### src/rtl/zp_io_port_pkg.sv
`timescale 1ns/1ps
package zp_io_port_pkg;
  // which of the port registers the current address hits
  typedef enum logic [1:0] {
    HIT_NONE = 2'd0,
    HIT_DIR  = 2'd1,
    HIT_LAT  = 2'd2
  } port_hit_e;
endpackage

### src/rtl/zp_rst_sync.sv
`timescale 1ns/1ps
module zp_rst_sync #(
  parameter int unsigned STAGES = 2
) (
  input  logic clk,
  input  logic rst_n_async,
  output logic rst_n_sync
);
  logic [STAGES-1:0] chain_q;
  logic [STAGES-1:0] chain_d;

  always_comb begin
    chain_d = {chain_q[STAGES-2:0], 1'b1};
  end

  always_ff @(posedge clk or negedge rst_n_async) begin
    if (!rst_n_async) chain_q <= '0;
    else              chain_q <= chain_d;
  end

  assign rst_n_sync = chain_q[STAGES-1];
endmodule

### src/rtl/zp_pin_sync.sv
`timescale 1ns/1ps
module zp_pin_sync #(
  parameter int unsigned WIDTH  = 8,
  parameter int unsigned STAGES = 2
) (
  input  logic             clk,
  input  logic             rst_n,
  input  logic [WIDTH-1:0] pin_i,
  output logic [WIDTH-1:0] pin_s
);
  logic [WIDTH-1:0] stg_q [STAGES];

  genvar k;
  generate
    for (k = 0; k < STAGES; k++) begin : g_stage
      logic [WIDTH-1:0] stg_d;
      if (k == 0) begin : g_first
        always_comb stg_d = pin_i;
      end else begin : g_next
        always_comb stg_d = stg_q[k-1];
      end
      always_ff @(posedge clk or negedge rst_n) begin
        if (!rst_n) stg_q[k] <= '0;
        else        stg_q[k] <= stg_d;
      end
    end
  endgenerate

  assign pin_s = stg_q[STAGES-1];

  // checker: one-cycle warm-up so $past never reaches into reset
  logic warm_q;
  always_ff @(posedge clk or negedge rst_n) begin
    if (!rst_n) warm_q <= 1'b0;
    else        warm_q <= 1'b1;
  end

  generate
    for (k = 0; k < STAGES; k++) begin : g_chk
      if (k == 0) begin : g_c0

        sync_first_chk: assert property (@(posedge clk) disable iff (!rst_n)
          warm_q |-> stg_q[0] == $past(pin_i));
      end else begin : g_cn

        sync_step_chk: assert property (@(posedge clk) disable iff (!rst_n)
          warm_q |-> stg_q[k] == $past(stg_q[k-1]));
      end
    end
  endgenerate
endmodule

### src/rtl/zp_decode.sv
`timescale 1ns/1ps
module zp_decode
  import zp_io_port_pkg::*;
#(
  parameter int unsigned ADDR_W   = 16,
  parameter int unsigned DIR_ADDR = 0,
  parameter int unsigned LAT_ADDR = 1
) (
  input  logic [ADDR_W-1:0] addr_i,
  input  logic              rnw_i,
  output port_hit_e         hit_o,
  output logic              wr_dir_o,
  output logic              wr_lat_o
);
  localparam logic [ADDR_W-1:0] DIR_A = DIR_ADDR[ADDR_W-1:0];
  localparam logic [ADDR_W-1:0] LAT_A = LAT_ADDR[ADDR_W-1:0];

  always_comb begin
    if (addr_i == DIR_A)      hit_o = HIT_DIR;
    else if (addr_i == LAT_A) hit_o = HIT_LAT;
    else                      hit_o = HIT_NONE;
    wr_dir_o = !rnw_i && (hit_o == HIT_DIR);
    wr_lat_o = !rnw_i && (hit_o == HIT_LAT);
  end
endmodule

### src/rtl/zp_regs.sv
`timescale 1ns/1ps
module zp_regs #(
  parameter int unsigned WIDTH = 8
) (
  input  logic             clk,
  input  logic             rst_n,
  input  logic             wr_dir_i,
  input  logic             wr_lat_i,
  input  logic [WIDTH-1:0] wdata_i,
  output logic [WIDTH-1:0] dir_q,
  output logic [WIDTH-1:0] lat_q
);
  logic [WIDTH-1:0] dir_d;
  logic [WIDTH-1:0] lat_d;

  always_comb begin
    dir_d = dir_q;
    lat_d = lat_q;
    if (wr_dir_i) dir_d = wdata_i;
    if (wr_lat_i) lat_d = wdata_i;
  end

  always_ff @(posedge clk or negedge rst_n) begin
    if (!rst_n) begin
      dir_q <= '0;
      lat_q <= '0;
    end else begin
      if (wr_dir_i) dir_q <= dir_d;
      if (wr_lat_i) lat_q <= lat_d;
    end
  end


  dir_write_chk: assert property (@(posedge clk) disable iff (!rst_n)
    wr_dir_i |=> dir_q == $past(wdata_i));

  dir_hold_chk: assert property (@(posedge clk) disable iff (!rst_n)
    !wr_dir_i |=> $stable(dir_q));

  lat_write_chk: assert property (@(posedge clk) disable iff (!rst_n)
    wr_lat_i |=> lat_q == $past(wdata_i));

  lat_hold_chk: assert property (@(posedge clk) disable iff (!rst_n)
    !wr_lat_i |=> $stable(lat_q));
endmodule

### src/rtl/zp_rd_mux.sv
`timescale 1ns/1ps
module zp_rd_mux
  import zp_io_port_pkg::*;
#(
  parameter int unsigned WIDTH = 8
) (
  input  logic             clk,
  input  logic             rst_n,
  input  port_hit_e        hit_i,
  input  logic [WIDTH-1:0] dir_i,
  input  logic [WIDTH-1:0] lat_i,
  input  logic [WIDTH-1:0] pin_s_i,
  output logic [WIDTH-1:0] rdata_o
);
  logic [WIDTH-1:0] merged;

  genvar b;
  generate
    for (b = 0; b < WIDTH; b++) begin : g_bit
      assign merged[b] = dir_i[b] ? lat_i[b] : pin_s_i[b];
    end
  endgenerate

  always_comb begin
    unique case (hit_i)
      HIT_DIR: rdata_o = dir_i;
      HIT_LAT: rdata_o = merged;
      default: rdata_o = '0;
    endcase
  end


  mix_out_chk: assert property (@(posedge clk) disable iff (!rst_n)
    (hit_i == HIT_LAT) |-> ((rdata_o ^ lat_i) & dir_i) == '0);

  mix_in_chk: assert property (@(posedge clk) disable iff (!rst_n)
    (hit_i == HIT_LAT) |-> ((rdata_o ^ pin_s_i) & ~dir_i) == '0);
endmodule

### src/rtl/zp_io_port.sv
`timescale 1ns/1ps
module zp_io_port
  import zp_io_port_pkg::*;
#(
  parameter int unsigned PORT_W      = 8,
  parameter int unsigned ADDR_W      = 16,
  parameter int unsigned DIR_ADDR    = 0,
  parameter int unsigned LAT_ADDR    = 1,
  parameter int unsigned SYNC_STAGES = 2,
  parameter int unsigned RST_STAGES  = 2
) (
  input  logic              clk,
  input  logic              rst_n,
  input  logic [ADDR_W-1:0] cpu_addr,
  input  logic [PORT_W-1:0] cpu_wdata,
  input  logic              cpu_rnw,
  output logic [PORT_W-1:0] cpu_rdata,
  output logic              port_sel,
  output logic [PORT_W-1:0] pad_out,
  output logic [PORT_W-1:0] pad_oe,
  input  logic [PORT_W-1:0] pad_in
);
  logic              rst_n_i;
  port_hit_e         hit;
  logic              wr_dir;
  logic              wr_lat;
  logic [PORT_W-1:0] dir_q;
  logic [PORT_W-1:0] lat_q;
  logic [PORT_W-1:0] pin_s;

  zp_rst_sync #(.STAGES(RST_STAGES)) u_rst (
    .clk(clk), .rst_n_async(rst_n), .rst_n_sync(rst_n_i)
  );

  zp_pin_sync #(.WIDTH(PORT_W), .STAGES(SYNC_STAGES)) u_pin (
    .clk(clk), .rst_n(rst_n_i), .pin_i(pad_in), .pin_s(pin_s)
  );

  zp_decode #(.ADDR_W(ADDR_W), .DIR_ADDR(DIR_ADDR), .LAT_ADDR(LAT_ADDR)) u_dec (
    .addr_i(cpu_addr), .rnw_i(cpu_rnw), .hit_o(hit),
    .wr_dir_o(wr_dir), .wr_lat_o(wr_lat)
  );

  zp_regs #(.WIDTH(PORT_W)) u_regs (
    .clk(clk), .rst_n(rst_n_i), .wr_dir_i(wr_dir), .wr_lat_i(wr_lat),
    .wdata_i(cpu_wdata), .dir_q(dir_q), .lat_q(lat_q)
  );

  zp_rd_mux #(.WIDTH(PORT_W)) u_mux (
    .clk(clk), .rst_n(rst_n_i), .hit_i(hit), .dir_i(dir_q),
    .lat_i(lat_q), .pin_s_i(pin_s), .rdata_o(cpu_rdata)
  );

  assign port_sel = (hit != HIT_NONE);
  assign pad_out  = lat_q;
  assign pad_oe   = dir_q;


  rdata_idle_chk: assert property (@(posedge clk) disable iff (!rst_n_i)
    !port_sel |-> cpu_rdata == '0);

  dir_read_chk: assert property (@(posedge clk) disable iff (!rst_n_i)
    (cpu_addr == DIR_ADDR[ADDR_W-1:0]) |-> cpu_rdata == pad_oe);

  reset_clear_chk: assert property (@(posedge clk)
    !rst_n_i |-> (pad_oe == '0 && pad_out == '0));
endmodule

### config.mk
export PLATFORM = sky130hd
export DESIGN_NAME = zp_io_port
export DESIGN_NICKNAME = d
export VERILOG_FILES = /design/src/rtl/zp_io_port_pkg.sv /design/src/rtl/zp_rst_sync.sv /design/src/rtl/zp_pin_sync.sv /design/src/rtl/zp_decode.sv /design/src/rtl/zp_regs.sv /design/src/rtl/zp_rd_mux.sv /design/src/rtl/zp_io_port.sv
export SDC_FILE = /design/constraint.sdc
export NUM_CORES = 1
export LEC_CHECK = 0
export ABC_AREA = 0
export CAP_MARGIN = 0
export CELL_PAD_IN_SITES_DETAIL_PLACEMENT = 1
export CELL_PAD_IN_SITES_GLOBAL_PLACEMENT = 1
export CORE_AREA = 2 2 67 81
export DETAILED_ROUTE_END_ITERATION = 10
export DIE_AREA = 0 0 69 83
export PLACE_DENSITY_LB_ADDON = 0.12
export SKIP_CTS_REPAIR_TIMING = 1
export SYNTH_ARGS = -nofsm -noshare
export SYNTH_HDL_FRONTEND = slang
export SYNTH_SLANG_ARGS = --single-unit
### constraint.sdc
create_clock -name clk -period 1.46 [get_ports clk]
set_input_delay 0.292 -clock clk [delete_from_list [all_inputs] [get_ports clk]]
set_output_delay 0.292 -clock clk [all_outputs]
set_load 0.005 [all_outputs]
# [Yosys cells after proc, flatten, opt, wreduce, memory -nomap -nowiden]
# Index checks and enable logic that the tools add are counted.
[word_totals] ff_bits=34 in_bits=35 output_inout_bits=25
[op_classes] n_eq_ne=3 mux=11 reduce_logical=5
[ops] cell="equality test 16 x 1 -> 1 bit (second input constant)" count=1
[ops] cell="logical NOT 16 bit" count=1
[ops] cell="case mux 8 bit (2 select lines)" count=1
[ops] cell="two-way mux 1 bit" count=8
[ops] cell="two-way mux 2 bit" count=2
[ops] cell="equality test 2 x 1 -> 1 bit (second input constant)" count=1
[ops] cell="equality test 2 bit (second input constant)" count=1
[ops] cell="logical AND 1 bit" count=2
[ops] cell="nonzero test 2 bit" count=1
[ops] cell="logical NOT 1 bit" count=1

# [Depth between registers and ports, before layout]
[depth] word_depth=5 mapped_depth=6 depth_no_buf=4

# [Modules after synthesis]
# Synthesis repeated with hierarchy kept, for this count alone.
[hier_totals] hier_cells=95 area_unflattened_um2=1443.9
[by_module_without_submodules] module="zp_regs" instances=1 cells_each=34 area_each_um2=663.1 seq_area_each_um2=400.4
[by_module_without_submodules] module="zp_pin_sync" instances=1 cells_each=16 area_each_um2=400.4 seq_area_each_um2=400.4
[by_module_without_submodules] module="zp_rd_mux" instances=1 cells_each=31 area_each_um2=262.8 seq_area_each_um2=0.0
[by_module_without_submodules] module="zp_decode" instances=1 cells_each=10 area_each_um2=57.6 seq_area_each_um2=0.0
[by_module_without_submodules] module="zp_rst_sync" instances=1 cells_each=3 area_each_um2=53.8 seq_area_each_um2=50.0
[by_module_without_submodules] module="zp_io_port" instances=1 cells_each=1 area_each_um2=6.3 seq_area_each_um2=0.0

# [Worst setup path after synthesis]
# Ideal clock, no wire load.
[synth_timing] path_type="in2reg" from="input cpu_addr[10]" to="register u_regs.dir_q[0]" arrival_time_ns=1.509 setup_slack_ns=-0.174 stages=6 cell_sequence="nor4_2 > and4_1 > buf_6 > and2b_4 > buf_12 > mux2_4"
[synth_via] elab_chain_cells=5 elab_cells_between_ends=6 cone_classes="eq/ne (2); mux (2); reduce/logical (2)"
[synth_rtl] element="from (decl)" line="zp_io_port.sv:14" text="input logic [ADDR_W-1:0] cpu_addr,"
[synth_rtl] element="equality test 16 x 1 -> 1 bit" line="zp_decode.sv:20" text="else if (addr_i == LAT_A) hit_o = HIT_LAT;"
[synth_rtl] element="two-way mux 2 bit" line="zp_decode.sv:20"
[synth_rtl] element="two-way mux 2 bit *" line="zp_decode.sv:19" text="if (addr_i == DIR_A) hit_o = HIT_DIR;"
[synth_rtl] element="equality test 2 x 1 -> 1 bit *" line="zp_decode.sv:22" text="wr_dir_o = !rnw_i && (hit_o == HIT_DIR);"
[synth_rtl] element="logical AND 1 bit *" line="zp_decode.sv:22"
[synth_rtl] element="to (signal assigned)" line="zp_regs.sv:28" text="if (wr_dir_i) dir_q <= dir_d;"
[synth_rtl] element="to (decl)" line="zp_regs.sv:10" text="output logic [WIDTH-1:0] dir_q,"
# Mark *: on every way between the ends. The rest lies on a longest branch, timed or not.
# A chain may end at the register's enable or synchronous reset.

# [Final worst setup path]
[layout_timing] from="input cpu_addr[5]" to="output cpu_rdata[2]"
[layout_via] elab_chain_cells=5 elab_cells_between_ends=7 cone_classes="eq/ne (3); mux (3); reduce/logical (1)"
[layout_rtl] element="equality test 16 x 1 -> 1 bit" line="zp_decode.sv:20"
[layout_rtl] element="two-way mux 2 bit" line="zp_decode.sv:20"
[layout_rtl] element="two-way mux 2 bit *" line="zp_decode.sv:19"
[layout_rtl] element="equality test 2 bit / equality test 2 x 1 -> 1 bit (equally long branches)" line="zp_rd_mux.sv:25" text="unique case (hit_i)"
[layout_rtl] element="case mux 8 bit (2 select lines) *" line="zp_rd_mux.sv:25"
[layout_rtl] element="to (decl)" line="zp_io_port.sv:17" text="output logic [PORT_W-1:0] cpu_rdata,"
# Marked as above.

==> impl_results.md <==
- Final TNS setup: -7210 ps
- Syn avg cell area: 14.6 um^2
- CP max-delay cell: nor4b_4
- Max VDD drop: 0.528 mV
- Pre-Repair DR Iteration Count: 2
- Pin count of the biggest net entering global routing: 33
- Worst-Skew Late Latency: 280 ps
- Die area: 5730 um^2
- Maximum level of the CTS H-tree: 2
- Clock-pin slew on the worst setup and hold paths: 60 ps
- Crit path top cell by count: buf_6
- Global route overflow: 0
- Antenna viol nets, final: 0
- Post-synthesis sequential area ratio: 0.615
- Aggregate global-route resource usage: 0.128
- Critical path, cell by cell: dlymetal6s2s_1 -> nor4b_4 -> nand4_2 -> buf_6 -> buf_6 -> buf_6 -> a21oi_4 -> a21o_1 -> clkbuf_2
- DR iter-0 viols: 17
- CTS tree: yes
- Met2 usage: 0.216
- Final wirelength: 3870 um
- Most used routing layer: met2
- CTS Buf Count: 5
- Count of buffers from port buffering: 59
- Vias in the first global route: 1,181
- Core box area: 4900 um^2
- Clock sinks: 34
- Max Cap Viol: 0
- Initial antenna violation count: 0
- Post-DP HPWL: 2700 um
- Yosys warning count: 0
- Post-Syn Instances: 95
- Finished Core Util: 0.529
- Fin crit period: 1840 ps
- Slowest cell delay on critical path: 240 ps
- DRC viols: 0
- FF+latch count, synth: 34
- Die W: 69 um
- Io pins: 60
- Antenna diodes: 0
- Worst EP required: 1170 ps
- CTS Root Cell: clkbuf_8
- Cell variety after synth: 18
- Syn nets: 130
- Met1 usage: 0.150
- Worst-path maximum fanout: 4
- Hold violation count in the final report: 0
- RePlAce Congestion: 0.820
- WL/cell: 14.5 um
- Area grow syn2layout: 87.4%
- Period utilization: 1.26
- Setup crit start kind: input pin
- Buf/Inv on CP: 5
- Fmax: 0.543 GHz
- Final Hold Slack: 168 ps
- Drt via density: 4.43
- RSZ-0062 raised after global routing: yes
- Crit Path Class: input pin to output pin
- CP top delay family: buffers and inverters
- Grt met3 use: 0.0388
- Fill cells: 515
- PD cells: 671 nW/um^2
- Worst Skew: 2.77 ps
- Layout cell share with drive strength beyond 1: 0.515
- Leakage: 1.61 nW
- DR vias: 1,179
- Setup slack after layout: -382 ps
- Global-route wire length before repair: 5790 um
- Worst Setup End Kind: output pin
- Worst Path Arrival: 1550 ps
- Maximum clock path buffer count: 2
- Status: finished with violations
- Syn Std Cell Area: 1380 um^2
- Hold crit path type: input pin to async pin
- Final slew viol count: 0
- Setup violators final: 25
- Nets: 241
- Initial core utilization: 0.282
- Failing checks: negative setup slack
- Die H: 83 um
- Rows: 28
-- power by group --
part | switching (W) | internal (W) | leakage (nW)
clock | 0.000306 | 0.000319 | 0.0438
combinational | 0.0000591 | 0.0000828 | 1.13
sequential | 0.00000661 | 0.000967 | 0.433
total | 0.000371 | 0.00137 | 1.61
-- logic make-up (layout without fill, tap and decap cells) --
kind of cell,after synthesis,after routing,synth area share
multiplexers,16,16,0.152
AO/OA/AOI/OAI,16,16,0.0723
buffers and inverters,2,113,0.0226
AND/OR/NAND/NOR,26,26,0.136
flip-flops,34,34,0.615
other,1,1,0.00271
-- cell usage in the layout (no fill, tap or decap), types with 2 or more instances in the layout --
cell type	count
nor4_4	3
a21oi_2	7
buf_6	18
clkinv_2	2
buf_4	31
mux2_4	16
clkbuf_2	11
dlymetal6s2s_1	22
a21o_1	8
dfrtp_1	34
clkbuf_8	5
clkdlybuf4s50_1	18
nand2_1	8
nand2b_1	9
buf_2	6
-- worst paths after layout --
check                                                          from                                  end  slack, ps  depth (start not counted)
worst max register to register          u_regs.dir_q[0]$_DFFE_PN0P_          u_regs.dir_q[0]$_DFFE_PN0P_        530                          2
max in group asynchronous                u_rst.chain_q[1]$_DFF_PN0_             u_pin.pin_s[0]$_DFF_PN0_        910                          1
min in group clk                u_pin.g_stage[1].stg_d[4]$_DFF_PN0_             u_pin.pin_s[4]$_DFF_PN0_        350                          0
worst max-delay path                                    cpu_addr[5]                         cpu_rdata[2]       -380                          9
worst min register to register           u_rst.chain_q[1]$_DFF_PN0_  u_pin.g_stage[1].stg_d[1]$_DFF_PN0_        270                          1
worst min-delay path                                          rst_n           u_rst.chain_q[0]$_DFF_PN0_        170                          1
-- registers in the layout, indices dropped and copies added, names as in the netlist --
register             count
u_pin.g_stage.stg_d      8
u_pin.pin_s              8
u_regs.dir_q             8
u_regs.lat_q             8
u_rst.chain_q            2
-- Yosys cell counts, drive strengths merged --
library cell	n	area share
dfrtp	34	0.61
mux2	16	0.15
nand2b	9	0.041
a21o	8	0.043
a21oi	8	0.029
nand2	8	0.022
nor4	4	0.032
buf	2	0.023
and2b	1	0.0072
and4	1	0.0063
conb	1	0.0027
nand4	1	0.0090
nor2	1	0.0081
nor4b	1	0.011
-- area by class of cell --
type	count	area [um^2]	share of cell area
Sequential cell	34	851	0.328
Clock buffer	5	68.8	0.0265
Multi-Input combinational cell	59	613	0.236
Tap cell	60	75.1	0.0289
Timing Repair Buffer	106	976	0.376
Clock inverter	2	10.0	0.00386
-- per-stage QoR --
stage                     std cells  area, um^2  setup WS [ps]  total power (W)
after floorplan                  95        1420           -140          0.00102
after global placement          239        2260           -953          0.00114
after detailed placement        239        2260           -972          0.00114
after CTS                       246        2330           -990          0.00178
after global routing            266        2590           -493          0.00182
final                           266        2590           -382          0.00174
-- per-layer routing --
metal | part of all wire | up-vias
li1 | - | 551
met1 | 0.39 | 577
met2 | 0.53 | 44
met3 | 0.058 | 7
met4 | 0.019 | 0
met5 | 0 | -
Power figures use the tool's default switching activity.
